[config.mk]
export PLATFORM = sky130hd
export DESIGN_NAME = dbg_matchpoint_unit
export DESIGN_NICKNAME = d
export VERILOG_FILES = /design/src/rtl/dbg_mp_pkg.sv /design/src/rtl/dbg_mp_regs.sv /design/src/rtl/dbg_mp_cmp.sv /design/src/rtl/dbg_matchpoint_unit.sv
export SDC_FILE = /design/constraint.sdc
export NUM_CORES = 1
export LEC_CHECK = 0
export BUFFER_PORTS_ARGS = -buffer_cell sky130_fd_sc_hd__buf_2
export CAP_MARGIN = 20
export CORE_MARGIN = 4
export CORE_UTILIZATION = 25
export DETAILED_ROUTE_END_ITERATION = 8
export GPL_TIMING_DRIVEN = 0
export PLACE_DENSITY = 0.42
export SYNTH_ARGS = -nofsm -noshare
export SYNTH_HDL_FRONTEND = slang
export SYNTH_SLANG_ARGS = --single-unit
[constraint.sdc]
create_clock -name clk -period 4.92 [get_ports clk]
set_clock_uncertainty 0.05 [all_clocks]
set_input_delay 0.738 -clock clk [delete_from_list [all_inputs] [get_ports clk]]
set_output_delay 0.738 -clock clk [all_outputs]
set_load 0.01 [all_outputs]
[src/rtl/dbg_mp_pkg.sv]
package dbg_mp_pkg;

    typedef enum logic [2:0] {
        AK_FETCH  = 3'd0,
        AK_LDADDR = 3'd1,
        AK_STADDR = 3'd2,
        AK_LDDATA = 3'd3,
        AK_STDATA = 3'd4
    } acc_kind_e;

    typedef enum logic [2:0] {
        WT_OFF   = 3'd0,
        WT_FETCH = 3'd1,
        WT_LDA   = 3'd2,
        WT_STA   = 3'd3,
        WT_LDD   = 3'd4,
        WT_STD   = 3'd5,
        WT_LSA   = 3'd6,
        WT_LSD   = 3'd7
    } watch_type_e;

    typedef enum logic [2:0] {
        CC_MASK = 3'd0,
        CC_EQ   = 3'd1,
        CC_LT   = 3'd2,
        CC_LE   = 3'd3,
        CC_GT   = 3'd4,
        CC_GE   = 3'd5,
        CC_NE   = 3'd6,
        CC_NONE = 3'd7
    } cmp_cond_e;

    // Control word layout: [7:5] watch type, [4] signed, [3:1] condition, [0] arm
    typedef struct packed {
        watch_type_e wtype;
        logic        sgn;
        cmp_cond_e   cond;
        logic        arm;
    } mp_ctrl_t;

    localparam int CTRL_W = $bits(mp_ctrl_t);

endpackage

[src/rtl/dbg_mp_regs.sv]
module dbg_mp_regs
    import dbg_mp_pkg::*;
#(
    parameter int NUM_MP = 8,
    parameter int DATA_W = 32,
    parameter int ADDR_W = 5
) (
    input  logic                            clk,
    input  logic                            rst_n,
    input  logic                            wr_en,
    input  logic [ADDR_W-1:0]               wr_addr,
    input  logic [DATA_W-1:0]               wr_data,
    output logic                            step_o,
    output logic [1:0]                      wp_en_o,
    output mp_ctrl_t [NUM_MP-1:0]           ctrl_o,
    output logic [NUM_MP-1:0][DATA_W-1:0]   val_o
);

    localparam int CTRL_BASE = (NUM_MP < 2) ? 2 : (1 << $clog2(NUM_MP));
    localparam int VAL_BASE  = 2 * CTRL_BASE;
    localparam logic [ADDR_W-1:0] A_MODE_A = ADDR_W'(0);
    localparam logic [ADDR_W-1:0] A_MODE_B = ADDR_W'(1);

    typedef struct packed {
        logic                          step;
        logic [1:0]                    wp_en;
        mp_ctrl_t [NUM_MP-1:0]         ctrl;
        logic [NUM_MP-1:0][DATA_W-1:0] val;
    } regs_t;

    regs_t regs_d, regs_q;

    always_comb begin
        regs_d = regs_q;
        if (wr_en) begin
            if (wr_addr == A_MODE_A) regs_d.step  = wr_data[0];
            if (wr_addr == A_MODE_B) regs_d.wp_en = wr_data[1:0];
            for (int i = 0; i < NUM_MP; i++) begin
                if (wr_addr == ADDR_W'(CTRL_BASE + i))
                    regs_d.ctrl[i] = mp_ctrl_t'(wr_data[CTRL_W-1:0]);
                if (wr_addr == ADDR_W'(VAL_BASE + i))
                    regs_d.val[i] = wr_data;
            end
        end
    end

    always_ff @(posedge clk) begin
        if (!rst_n) regs_q <= '0;
        else        regs_q <= regs_d;
    end

    assign step_o  = regs_q.step;
    assign wp_en_o = regs_q.wp_en;
    assign ctrl_o  = regs_q.ctrl;
    assign val_o   = regs_q.val;

    AST_MODE_A_WRITE: assert property (@(posedge clk) disable iff (!rst_n)
        (wr_en && wr_addr == A_MODE_A) |=> (step_o == $past(wr_data[0])));
    AST_MODE_B_WRITE: assert property (@(posedge clk) disable iff (!rst_n)
        (wr_en && wr_addr == A_MODE_B) |=> (wp_en_o == $past(wr_data[1:0])));
    AST_MODE_HOLD: assert property (@(posedge clk) disable iff (!rst_n)
        (!wr_en && !$past(!rst_n)) |=> $stable(wp_en_o));

endmodule

[src/rtl/dbg_mp_cmp.sv]
module dbg_mp_cmp
    import dbg_mp_pkg::*;
#(
    parameter int DATA_W = 32
) (
    input  logic              acc_valid,
    input  logic [2:0]        acc_kind,
    input  logic [DATA_W-1:0] acc_value,
    input  logic              eval_en,
    input  mp_ctrl_t          ctrl,
    input  logic [DATA_W-1:0] ref_val,
    output logic              hit_o
);

    logic applies;
    logic eq, lt, cmp_ok;

    always_comb begin
        unique case (acc_kind)
            AK_FETCH:  applies = (ctrl.wtype == WT_FETCH);
            AK_LDADDR: applies = (ctrl.wtype == WT_LDA) || (ctrl.wtype == WT_LSA);
            AK_STADDR: applies = (ctrl.wtype == WT_STA) || (ctrl.wtype == WT_LSA);
            AK_LDDATA: applies = (ctrl.wtype == WT_LDD) || (ctrl.wtype == WT_LSD);
            AK_STDATA: applies = (ctrl.wtype == WT_STD) || (ctrl.wtype == WT_LSD);
            default:   applies = 1'b0;
        endcase
    end

    always_comb begin
        eq = (acc_value == ref_val);
        lt = ctrl.sgn ? ($signed(acc_value) < $signed(ref_val))
                      : (acc_value < ref_val);
        unique case (ctrl.cond)
            CC_MASK: cmp_ok = |(acc_value & ref_val);
            CC_EQ:   cmp_ok = eq;
            CC_LT:   cmp_ok = lt;
            CC_LE:   cmp_ok = lt || eq;
            CC_GT:   cmp_ok = !(lt || eq);
            CC_GE:   cmp_ok = !lt;
            CC_NE:   cmp_ok = !eq;
            default: cmp_ok = 1'b0;
        endcase
    end

    assign hit_o = acc_valid && eval_en && ctrl.arm && (ctrl.wtype != WT_OFF)
                   && applies && cmp_ok;

endmodule

[src/rtl/dbg_matchpoint_unit.sv]
module dbg_matchpoint_unit
    import dbg_mp_pkg::*;
#(
    parameter int NUM_MP = 8,
    parameter int DATA_W = 32,
    parameter int ADDR_W = 5
) (
    input  logic              clk,
    input  logic              rst_n,
    input  logic              wr_en,
    input  logic [ADDR_W-1:0] wr_addr,
    input  logic [DATA_W-1:0] wr_data,
    input  logic              acc_valid,
    input  logic [2:0]        acc_kind,
    input  logic [DATA_W-1:0] acc_value,
    output logic [NUM_MP-1:0] hit,
    output logic              brk_req
);

    logic                          step;
    logic [1:0]                    wp_en;
    mp_ctrl_t [NUM_MP-1:0]         ctrl;
    logic [NUM_MP-1:0][DATA_W-1:0] val;
    logic                          eval_en;
    logic                          step_brk;

    dbg_mp_regs #(
        .NUM_MP (NUM_MP),
        .DATA_W (DATA_W),
        .ADDR_W (ADDR_W)
    ) u_regs (
        .clk     (clk),
        .rst_n   (rst_n),
        .wr_en   (wr_en),
        .wr_addr (wr_addr),
        .wr_data (wr_data),
        .step_o  (step),
        .wp_en_o (wp_en),
        .ctrl_o  (ctrl),
        .val_o   (val)
    );

    assign eval_en  = |wp_en;
    assign step_brk = acc_valid && step && (acc_kind == AK_FETCH);

    for (genvar g = 0; g < NUM_MP; g++) begin : g_mp
        dbg_mp_cmp #(
            .DATA_W (DATA_W)
        ) u_cmp (
            .acc_valid (acc_valid),
            .acc_kind  (acc_kind),
            .acc_value (acc_value),
            .eval_en   (eval_en),
            .ctrl      (ctrl[g]),
            .ref_val   (val[g]),
            .hit_o     (hit[g])
        );

        AST_HIT_QUALIFIED: assert property (@(posedge clk) disable iff (!rst_n)
            hit[g] |-> (ctrl[g].arm && ctrl[g].wtype != WT_OFF));
    end

    assign brk_req = step_brk || (|hit);

    AST_HIT_NEEDS_VALID: assert property (@(posedge clk) disable iff (!rst_n)
        (|hit) |-> acc_valid);
    AST_BRK_COVERS_HIT: assert property (@(posedge clk) disable iff (!rst_n)
        (|hit) |-> brk_req);
    AST_HIT_NEEDS_ENABLE: assert property (@(posedge clk) disable iff (!rst_n)
        (|hit) |-> (wp_en != 2'b00));
    AST_STEP_BREAK: assert property (@(posedge clk) disable iff (!rst_n)
        (acc_valid && step && acc_kind == 3'd0) |-> brk_req);

endmodule

==> impl_results.md <==
- Core area: 93700 µm²
- Top cell type by total area after synthesis: dfxtp_1
- Vias: 20202
- H-tree Lvls: 2
- DIE WIDTH: 316 µm
- Power Total: 6.79 mW
- Worst-margin pin slew: 1140 ps
- Mapped cell area: 23800 µm²
- Pins Over Slew Limit: 0
- Area after DPL: 25700 µm²
- Critical path capture point type: primary output
- Hold Fails Final Rpt: 0
- Synth area leaders: dfxtp_1 27%, ha_1 27%, nand2_1 9.4%
- Max Cap Viol: 0
- Most frequent cells in the layout: 598 x nand2_1, 512 x ha_1, 323 x dfxtp_1, 271 x a21boi_0, 266 x inv_1
- Comb pwr share: 12.0%
- Synthesized flop and latch total: 323
- Setup_tns: 0 ps
- Switching power: 1.91 mW
- Vias per cell: 4.71
- GRT Util Overall: 18.7%
- Clock share of power: 48.9%
- Min cycle time layout: 4840 ps
- Worst VDD drop: 0.196 mV
- Synth Instances: 2880
- CTS sink cnt: 323
- DRC: 0
- PD cells: 248 nW/µm²
- Vias in the first global route: 19625
- Initial antenna violation count: 7
- Share of layout cells above drive strength 1: 6.72%
- Num ports: 85
- Sequential-to-total area share from yosys stat: 27.2%
- Syn_area_per_cell: 8.25 µm²
- Internal cell power: 4.88 mW
- Die Ht: 316 µm
- Post-Route WL: 94.3 mm
- Reg clk slew, reported paths: 60 ps
- Initial drt markers: 1135
- Wire length per cell: 22.0 µm
- Clock Tree Buf Depth: 3
- Worst path bufs/invs: 3
- DP Wirelength: 69.0 mm
- Sequential power share: 39.1%
- CTS root buffer: clkbuf_16
- Hold-fix buffers at CTS: 0
- Starting density of the core: 25.3%
- Unique masters post-synth: 75
- GPL Wtd Cong: 0.831
- Worst-Skew Late Latency: 580 ps
- Number of iterations in the first detailed-routing pass: 7
- First-pass GRT wire length: 137 mm
- FP Rows: 112
- Inst Count DP: 4204
- Prevailing post-synth register cell: dfxtp_1
- Critical Path AT: 4050 ps
- Switching part of the total: 28.1%
- Fmax achieved: 207 MHz
- Slew HR: 23.9%
- Die area: 100000 µm²
- Setup-failing EPs final: 0
- Run status: complete, no violations
- EDFF count, synth: 0
- Most frequent CP cell: buf_2
- Leak: 10.5 nW
- CP delay by family, top: compound AO/OA/AOI/OAI gates
- Largest net degree at the start of global routing: 17
- Syn nets: 3468
- Worst-path fanout max: 16
- ANT nets after route: 0
- Commonest non-fill, non-tap cell in the layout: nand2_1
- CTS tree: done
- Final global-route overflow total: 0
- Area delta synth->final: 15.3%
- Critical Path Source Type: primary input
- Delay of the slowest critical-path stage: 460 ps
- FILL cells: 10150
- Fin cells: 4291
- Final period util: 98.3%
- Required @ worst endpoint: 4130 ps
- Min-Delay Path Class: flip-flop to flip-flop
- Nets@finish: 3590
- Warnings, synthesis: 0
- CP max stage cell: buf_2
- Port buffer count: 57
- Ys async rst share: 0%
- TritonCTS buffer count: 44
- Ordered list of cells on the worst path: buf_2 > ha_1 > nand4_1 > inv_1 > a221oi_1 > o211ai_1 > o21a_1 > o31ai_2 > o21ai_0 > nor4_2 > nand4bb_1 > buf_2
- WS Path Type: primary input to primary output
- Design Area, Final: 27400 µm²
- Synth top area share: 27.2%
state kept, by name, summed over array words and instances (netlist names):
name	cells
u_regs.ctrl_o	64
u_regs.wp_en_o	2
u_regs.step_o	1
u_regs.val_o	256
power groups by stage:
| stage | Clock [mW] | Combinational (mW) | Sequential, mW |
|---|---|---|---|
| 2_1_floorplan | 0 | 0.401 | 2.70 |
| 3_3_place_gp | 0 | 0.807 | 2.71 |
| 3_5_place_dp | 0 | 0.812 | 2.71 |
| 4_1_cts | 3.41 | 0.822 | 2.65 |
| 5_1_grt | 3.50 | 0.898 | 2.65 |
| 6_report | 3.32 | 0.814 | 2.65 |
layer usage:
metal	GRT usage [%]	vias to the layer above	wire [µm]
li1	-	10071	-
met1	25.1	9722	44300
met2	32.3	316	44500
met3	2.48	93	3650
met4	3.59	0	1860
met5	0	-	0
timing repair:
action                     4_1_cts  5_1_grt
resized for setup               18       15
buffers inserted                 5        1
pin swaps                        1        2
setup endpoints to repair        5        2
hold endpoints to repair         0        0
area by class of cell:
cell class              instances  area, µm²  area share (%)
flip-flops and latches        323       6470            23.6
plain buffers                 141        597            2.18
inverters                     267       1010            3.67
diodes                          3       7.51          0.0274
repair buffers                 76        494            1.80
clock buffers                  65       1270            4.64
multi-input cells            2149      15800            57.7
well taps                    1254       1570            5.73
clock inverters                13        180           0.658
final timing paths:
kind | start | to | slack (ps) | depth (start not counted)
max | acc_value[20] | brk_req | 80 | 12
min reg2reg | u_regs.ctrl_o[0] | u_regs.ctrl_o[0] | 410 | 2
min | u_regs.ctrl_o[0] | u_regs.ctrl_o[0] | 410 | 2
max reg2reg | u_regs.ctrl_o[11] | u_regs.ctrl_o[11] | 3860 | 3
through the flow:
step	util (%)	setup slack, ps	hold WS (ps)
2_1_floorplan	-	1310	393
3_3_place_gp	27.3	-820	409
3_5_place_dp	27.5	-465	412
4_1_cts	29.1	6.66	421
5_1_grt	29.2	-54.2	448
6_report	29.2	81.6	414
synthesized netlist by cell type, types with 54 or more instances:
cell type and instances:
nand2_1 598, ha_1 512, dfxtp_1 323, a21boi_0 271, inv_1 267, a21oi_1 114, clkbuf_1 106, nor4_1 78
nand4_1 75, nor2b_1 75, mux2i_1 58, nand3_1 54
cell families (layout without fill, tap and decap cells):
| logic type | Yosys count | count (layout) | synth area share (%) |
|---|---|---|---|
| other cells | 0 | 3 | 0 |
| compound gates | 566 | 566 | 16.6 |
| simple gates | 1002 | 1002 | 19.6 |
| flops | 323 | 323 | 27.2 |
| xor+xnor | 11 | 11 | 0.405 |
| fa+ha+maj | 512 | 512 | 27.0 |
| mux | 58 | 58 | 2.44 |
| buf+inv | 408 | 562 | 6.73 |
tightest hold or removal path, stage by stage, from the launching register on:
cell      delay [ps]
dfxtp_1          310
nand2_1           50
a21boi_0          60
Note: power is estimated with default switching activity, not from simulation.
